$ cat config.mk
export PLATFORM = sky130hd
export DESIGN_NAME = reset_pin_arbiter
export DESIGN_NICKNAME = d
export VERILOG_FILES = /design/src/rtl/rstpin_pkg.sv /design/src/rtl/rstpin_dp.sv /design/src/rtl/rstpin_ctrl.sv /design/src/rtl/reset_pin_arbiter.sv
export SDC_FILE = /design/constraint.sdc
export NUM_CORES = 1
export LEC_CHECK = 0
export BUFFER_PORTS_ARGS = -buffer_cell sky130_fd_sc_hd__buf_2
export CORE_MARGIN = 5
export CORE_UTILIZATION = 58
export DETAILED_ROUTE_END_ITERATION = 6
export GPL_TIMING_DRIVEN = 0
export PLACE_DENSITY = 0.78
export SLEW_MARGIN = 20
export SYNTH_ARGS = -nofsm -noshare
export SYNTH_HDL_FRONTEND = slang
export SYNTH_SLANG_ARGS = --single-unit
$ cat constraint.sdc
create_clock -name clk -period 2.02 [get_ports clk]
set_input_delay 0.303 -clock clk [delete_from_list [all_inputs] [get_ports clk]]
set_output_delay 0.303 -clock clk [all_outputs]
set_load 0.05 [all_outputs]
$ cat src/rtl/rstpin_pkg.sv
package rstpin_pkg;

  typedef enum logic [1:0] {
    PM_RSVD  = 2'b00,
    PM_INPUT = 2'b01,
    PM_GPIO  = 2'b10,
    PM_BIDIR = 2'b11
  } pinMode_e;

  typedef enum logic [1:0] {
    DR_IDLE,
    DR_PULSE,
    DR_HOLD,
    DR_WAIT
  } drvState_e;

  // strobes from control to datapath
  typedef struct packed {
    logic cntClr;
    logic cntInc;
    logic errSet;
    logic rstSrc;
  } dpStrobe_t;

  // status from datapath to control
  typedef struct packed {
    logic pinLow;
    logic pulseDone;
    logic holdExpired;
  } dpStatus_t;

endpackage

$ cat src/rtl/rstpin_dp.sv
module rstpin_dp
  import rstpin_pkg::*;
#(
  parameter int PULSE_CYCLES   = 20,
  parameter int HOLD_TIMEOUT   = 1024,
  parameter int STRETCH_CYCLES = 16,
  parameter int SYNC_STAGES    = 2
) (
  input  logic      clk,
  input  logic      porRstN,
  input  logic      pinIn,
  input  dpStrobe_t strobe,
  output dpStatus_t status,
  output logic      sysRst,
  output logic      holdTimeoutErr
);

  localparam int CNT_MAX = (HOLD_TIMEOUT > PULSE_CYCLES) ? HOLD_TIMEOUT : PULSE_CYCLES;
  localparam int CNT_W   = $clog2(CNT_MAX);
  localparam int STR_W   = $clog2(STRETCH_CYCLES + 1);

  logic [SYNC_STAGES-1:0] syncQ;
  logic [CNT_W-1:0]       drvCnt;
  logic [STR_W-1:0]       stretchCnt;
  logic                   sysRstQ;
  logic                   errQ;

  // pin synchronizer, idles at the released (high) level
  always_ff @(posedge clk or negedge porRstN) begin
    if (!porRstN) syncQ <= '1;
    else          syncQ <= {syncQ[SYNC_STAGES-2:0], pinIn};
  end

  // shared drive counter for pulse length and hold timeout
  always_ff @(posedge clk or negedge porRstN) begin
    if (!porRstN)          drvCnt <= '0;
    else if (strobe.cntClr) drvCnt <= '0;
    else if (strobe.cntInc) drvCnt <= drvCnt + 1'b1;
  end

  // reset stretcher
  always_ff @(posedge clk or negedge porRstN) begin
    if (!porRstN) begin
      stretchCnt <= '0;
      sysRstQ    <= 1'b0;
    end else if (strobe.rstSrc) begin
      stretchCnt <= STR_W'(STRETCH_CYCLES);
      sysRstQ    <= 1'b1;
    end else if (stretchCnt != '0) begin
      stretchCnt <= stretchCnt - 1'b1;
      sysRstQ    <= 1'b1;
    end else begin
      sysRstQ    <= 1'b0;
    end
  end

  // sticky timeout flag
  always_ff @(posedge clk or negedge porRstN) begin
    if (!porRstN)          errQ <= 1'b0;
    else if (strobe.errSet) errQ <= 1'b1;
  end

  always_comb begin
    status.pinLow      = ~syncQ[SYNC_STAGES-1];
    status.pulseDone   = (drvCnt == CNT_W'(PULSE_CYCLES - 1));
    status.holdExpired = (drvCnt == CNT_W'(HOLD_TIMEOUT - 1));
  end

  assign sysRst         = sysRstQ;
  assign holdTimeoutErr = errQ;

endmodule

$ cat src/rtl/rstpin_ctrl.sv
module rstpin_ctrl
  import rstpin_pkg::*;
(
  input  logic       clk,
  input  logic       porRstN,
  input  logic [1:0] pinMode,
  input  logic       holdEn,
  input  logic       intRstReq,
  input  dpStatus_t  status,
  output dpStrobe_t  strobe,
  output logic       pinPullLow,
  output logic       gpioMode
);

  drvState_e state, stateNxt;
  pinMode_e  modeSel;
  logic      extEn;
  logic      driveEn;

  // mode decode; reserved code folds into bidirectional
  always_comb begin
    modeSel = pinMode_e'(pinMode);
    unique case (modeSel)
      PM_INPUT: begin extEn = 1'b1; driveEn = 1'b0; end
      PM_GPIO:  begin extEn = 1'b0; driveEn = 1'b0; end
      default:  begin extEn = 1'b1; driveEn = 1'b1; end
    endcase
  end

  always_ff @(posedge clk or negedge porRstN) begin
    if (!porRstN) state <= DR_IDLE;
    else          state <= stateNxt;
  end

  always_comb begin
    stateNxt      = state;
    strobe.cntClr = 1'b0;
    strobe.cntInc = 1'b0;
    strobe.errSet = 1'b0;
    strobe.rstSrc = intRstReq | (extEn & status.pinLow);
    case (state)
      DR_IDLE: begin
        if (intRstReq && driveEn) begin
          stateNxt      = holdEn ? DR_HOLD : DR_PULSE;
          strobe.cntClr = 1'b1;
        end
      end
      DR_PULSE: begin
        if (!driveEn || status.pulseDone) stateNxt = DR_WAIT;
        else                              strobe.cntInc = 1'b1;
      end
      DR_HOLD: begin
        if (!driveEn || status.pinLow) begin
          stateNxt = DR_WAIT;
        end else if (status.holdExpired) begin
          stateNxt      = DR_WAIT;
          strobe.errSet = 1'b1;
        end else begin
          strobe.cntInc = 1'b1;
        end
      end
      DR_WAIT: begin
        if (!intRstReq) stateNxt = DR_IDLE;
      end
      default: stateNxt = DR_IDLE;
    endcase
  end

  assign pinPullLow = driveEn & ((state == DR_PULSE) | (state == DR_HOLD));
  assign gpioMode   = (modeSel == PM_GPIO);

endmodule

$ cat src/rtl/reset_pin_arbiter.sv
module reset_pin_arbiter
  import rstpin_pkg::*;
#(
  parameter int PULSE_CYCLES   = 20,
  parameter int HOLD_TIMEOUT   = 1024,
  parameter int STRETCH_CYCLES = 16,
  parameter int SYNC_STAGES    = 2
) (
  input  logic       clk,
  input  logic       porRstN,
  input  logic [1:0] pinMode,
  input  logic       holdEn,
  input  logic       intRstReq,
  input  logic       pinIn,
  output logic       pinPullLow,
  output logic       gpioMode,
  output logic       sysRst,
  output logic       holdTimeoutErr
);

  dpStrobe_t strobe;
  dpStatus_t status;

  rstpin_ctrl u_ctrl (
    .clk        (clk),
    .porRstN    (porRstN),
    .pinMode    (pinMode),
    .holdEn     (holdEn),
    .intRstReq  (intRstReq),
    .status     (status),
    .strobe     (strobe),
    .pinPullLow (pinPullLow),
    .gpioMode   (gpioMode)
  );

  rstpin_dp #(
    .PULSE_CYCLES   (PULSE_CYCLES),
    .HOLD_TIMEOUT   (HOLD_TIMEOUT),
    .STRETCH_CYCLES (STRETCH_CYCLES),
    .SYNC_STAGES    (SYNC_STAGES)
  ) u_dp (
    .clk            (clk),
    .porRstN        (porRstN),
    .pinIn          (pinIn),
    .strobe         (strobe),
    .status         (status),
    .sysRst         (sysRst),
    .holdTimeoutErr (holdTimeoutErr)
  );

endmodule

Yosys cells after proc, flatten, opt, wreduce, memory -nomap -nowiden
Cells that the tools add are included.
- bits in registers: 21
- word-level logic and storage cells: 56
- mux-type cells: 23
- bitwise logic cells: 5
- add/sub/neg operators: 2
- reduce and logical (&&, ||, !) cells: 9
- eq/ne operators: 11
- operator list (operator ; number):
    $mux 10 ; 2
    $mux 2 ; 7
    $add 10x1->10 const B ; 1
    $eq 10x10->1 const B ; 1
    $eq 10x5->1 const B ; 1
    $mux 1 ; 10
    $mux 5 ; 2
    $pmux 2 s4 ; 1
    $eq 2x2->1 const B ; 3
    $reduce_bool 5->1 ; 1
    $sub 5x1->5 const B ; 1
    $eq 2x1->1 const B ; 2
    $ne 2x1->1 const B ; 2
    $reduce_and 4->1 ; 1
    $reduce_bool 2->1 ; 2
    $ne 3x2->1 const B ; 1
    $and 1x1->1 ; 2
    $logic_not 2->1 ; 1
    $logic_or 1x1->1 ; 2
    $ne 2x2->1 const B ; 1
    $or 1x1->1 ; 2
    $pmux 1 s2 ; 1
    $reduce_or 2->1 ; 1
    $logic_and 1x1->1 ; 1
    $not 1->1 ; 1

Longest topological paths before layout
- depth after elaboration: 7
- mapped depth: 7
- depth with buffers taken out: 6

Modules after synthesis
Synthesis repeated with hierarchy kept, for this count alone.
- cell total of the unflattened synthesis: 116
- area total of the unflattened synthesis: 1186.1 um^2
- modules (own cells, without submodules) (module ; times used ; cells an instance ; area each (um^2)):
    rstpin_dp ; 1 ; 87 ; 917.1
    rstpin_ctrl ; 1 ; 29 ; 269.0

Worst setup path before layout
OpenSTA, ideal clock, no wires.
- kind: input to register
- start point: in pinMode[0]
- end point: reg u_dp.drvCnt[9]
- setup slack: 190 ps
- stages: 7
- buffers on the path: 1
- arrival: 1751 ps
- required time: 1941 ps
- cell sequence: inv_1 > ha_1 > clkbuf_1 > and4_1 > nand2_1 > a2111oi_0 > mux2i_1
- word-level cells in the longest chain between the ends: 7
- elaborated cells on any way between the ends: 14
- those cells by class: eq/ne: 2; mux: 7; reduce/logical: 5
- ends and longest elaborated chain (item ; line ; text):
    start, declared ; reset_pin_arbiter.sv:11 ; input logic [1:0] pinMode,
    $eq 2x2->1 or $eq 2x1->1 (tied branches) ; rstpin_ctrl.sv:23 ; unique case (modeSel)
    $reduce_or 2->1 (no line) (*) ; n/a ;
    $mux 1 ; rstpin_ctrl.sv:23 ;
    $logic_and 1x1->1 ; rstpin_ctrl.sv:43 ; if (intRstReq && driveEn) begin
    $mux 1 ; rstpin_ctrl.sv:43 ;
    $mux 1 ; rstpin_ctrl.sv:41 ; case (state)
    $mux 10 or $reduce_bool 2->1 (tied branches) ; n/a ;
    end signal, assigned ; rstpin_dp.sv:38 ; else if (strobe.cntInc) drvCnt <= drvCnt + 1'b1;
    end, declared ; rstpin_dp.sv:23 ; logic [CNT_W-1:0] drvCnt;
Mark *: on every way between the ends. The rest lies on a longest branch, timed or not.
A chain may end at the register's enable or synchronous reset.

Final worst setup path
- start point: reg u_ctrl.state[1]
- end point: reg u_dp.drvCnt[5]
- word-level cells in the longest chain between the ends: 3
- elaborated cells on any way between the ends: 7
- those cells by class: eq/ne: 2; mux: 3; reduce/logical: 2
- ends and longest elaborated chain (item ; line ; text):
    start, declared ; rstpin_ctrl.sv:15 ; drvState_e state, stateNxt;
    start signal, assigned ; rstpin_ctrl.sv:32 ; else state <= stateNxt;
    $eq 2x2->1 (tied with other cells) ; rstpin_ctrl.sv:41 ;
    $pmux 1 s2 or $mux 1 (tied branches) ; rstpin_ctrl.sv:41 ;
    $reduce_bool 2->1 (no line) or $mux 10 (tied branches) ; n/a ;
Parallel ways exist; a longest one is shown, timed or not.

==> out/results.ini <==
[routing]
route.met3.wl_um=147
detail_route.wl_per_cell_um=16.38
ant_nets=0
wl_um=2850
viasPerCell=6.241
vias=1086
route.met2.wl_um=1448
drt-initial-drc-count=43
drc=0
dr.pass1.iters=5
route.top_layer_used=met4
drt-met1-wl_um=1206

[clock_network]
clk_latency_ns=0.31
cts_tree=built
cts_sinks=21
numCtsBuffers=3
clock_path_buffers=2
htree_levels=1
root_buffer=clkbuf_4
clk_pin_slew_worst_paths_ns=0.13

[critical_path]
rr_startpoint=u_ctrl.state[1]
slowest_delay_ns=0.44
required_ns=2.25
path_max_fanout=6
cp_slowest_cell=or4_1
crit_type=reg -> reg
worst_setup_path_start_kind=register
end_kind=register
path_cells=inv_1, ha_2, and4_4, nand3_2, or4_1, a21oi_1
arrival_ns=2.20
r2r-end=u_dp.drvCnt[5]
rrSetupSlack_ns=0.05
r2r_cells=6

[yosys]
yosysTopAreaCell=dfrtp_1
netlist_area_um2=1250
ys_warn_count=0
netlist.area_leader.share_pct=38.04
synth_seq_cells=21
synthesis.nets=143
ys_seq_area_share_pct=42.24
synthTopCellsByCount=19 x dfrtp_1, 16 x nand2_1, 9 x inv_1, 9 x mux2i_1
synth_most_common_cell=dfrtp_1
synthCells=129
ys_types=39
syn_avg_cell_area_um2=9.690
synth_edf_count=0
async_reset_ff_share_pct=100.0
synth-main-ff-cell=dfrtp_1
synth_area_leaders=dfrtp_1 38%, mux2i_1 7.2%, ha_1 7.0%, nand2_1 4.8%, dfstp_2 4.2%

[timing]
setup_viol=0
period_minus_slack_ns=1.970
period_share_pct=97.55
timing.setup.tns_ns=0
finalMaxSlewViolations=0
relSlewSlack_pct=68.53
tightest_slew_ns=0.4682
hold_violations=0
finClkSkew_ns=0.01086
clock.fmax_mhz=507.5

[layout]
drive_above_1_share_pct=23.13
finalNetCount=162
fin_area_um2=1464
n_antenna_cell=0
syn_to_final_growth_pct=17.12

[global_routing]
antenna_found_initial=0
track_usage_pct=17.18
grt_pass1_wl_um=4374
grt_pass1_vias=982
grt-ovfl-total=0
grt_max_degree=22

[placement]
place_area_um2=1334
io_buffers=10
hpwlAfterDp_um=1994
gp_congestion=0.8928

[floorplanning]
core_um2=2002
die_y_um=56.42
die-area_um2=3183
io-pin-count=11
die_w_um=56.42
start_util_pct=62.44
rows=16

[worst_hold_path]
hold_depth=1
hold_end=u_dp.syncQ[0]
hold_class=in -> reg
min_from=pinIn

[job]
maxCapViolations=0

[power_and_ir_drop]
power_leakage_uw=0.0006795
cellPowerDensity_nw_per_um2=1022
ir_drop_mv=0.7218
power_uw=1496

[status]
status=finished clean

## metal layers
| metal | vias up | track usage (%) |
|---|---|---|
| met5 | - | 0 |
| met3 | 10 | 2.752 |
| met1 | 530 | 22.22 |
| li1 | 510 | - |
| met2 | 36 | 27.72 |
| met4 | 0 | 8.136 |
## sequential cells by signal (all words and copies together), names as in the netlist
name,flops
u_dp.sysRst,1
u_ctrl.state,2
u_dp.drvCnt,10
u_dp.syncQ,2
u_dp.stretchCnt,5
u_dp.holdTimeoutErr,1
## power breakdown
| group | internal (µW) | switching, µW | total [µW] |
|---|---|---|---|
| Combinational | 319 | 414 | 733 |
| Sequential | 489 | 67.8 | 557 |
| Clock | 73.8 | 133 | 207 |
| Total | 881 | 615 | 1500 |
## worst max path at each step
stage / from / endpoint / slack (ns) / cells after the start
global placement: pinMode[0] / u_dp.drvCnt[9] / -0.08 / 8
detailed placement: pinMode[0] / u_dp.drvCnt[9] / -0.17 / 8
global route: u_ctrl.state[1] / u_dp.drvCnt[8] / -0.05 / 6
CTS: u_ctrl.state[0] / u_dp.drvCnt[9] / 0.01 / 6
finish: u_ctrl.state[1] / u_dp.drvCnt[5] / 0.05 / 6
floorplan: pinMode[0] / u_dp.drvCnt[9] / 0.19 / 7
## metrics by stage
stage	hold slack, ns	util (%)	instances	worst slack [ns]
after CTS	0.06922	68.63	171	0.01222
final	0.07426	73.13	174	0.04953
after global placement	0.2741	66.63	166	-0.08365
after detailed placement	0.2823	66.63	166	-0.1741
after global routing	0.04671	73.13	174	-0.05069
after floorplan	0.007409	-	129	0.1896
## cell usage in the layout (no fill, tap or decap), types with 4 or more instances in the layout
cell and n:
buf_2 10, buf_4 4, dfrtp_1 19, ha_1 5, inv_1 9, mux2i_1 9
nand2_1 16, nand2b_1 7, nand3_1 4, nor2_1 5
## cell type report
cell class | count | area, µm²
clock inverter | 1 | 5.005
sequential | 21 | 528.0
inverter | 9 | 33.78
tap | 27 | 33.78
clock buffer | 3 | 22.52
buffer | 2 | 7.507
multi-input combinational | 96 | 743.2
timing repair buffer | 15 | 90.09
fill | 154 | 538.0
## worst max-delay path: cells and delay by family (launching register included)
| family | cells | cell delay [ns] |
|---|---|---|
| buf+inv | 1 | 0.09 |
| compound gates | 1 | 0.18 |
| simple gates | 3 | 0.82 |
| fa+ha+maj | 1 | 0.40 |
| flops | 1 | 0.40 |
## kinds of logic (layout without fill, tap and decap cells)
group | after synthesis | in the layout | synth area share, %
flops | 21 | 21 | 42.24
buf+inv | 12 | 30 | 3.603
simple gates | 52 | 52 | 22.42
compound gates | 26 | 26 | 15.92
xor+xnor | 1 | 1 | 0.7008
fa+ha+maj | 7 | 7 | 7.007
mux | 10 | 10 | 8.108
## timing repair
item | CTS | global route
gates resized for setup | 2 | 12
buffers inserted | 0 | 4
pin swaps | 0 | 4
setup endpoints to repair | 1 | 12
hold buffers | 1 | 0
hold endpoints to repair | 19 | 0
No activity file was read; power rests on OpenSTA's default activity.
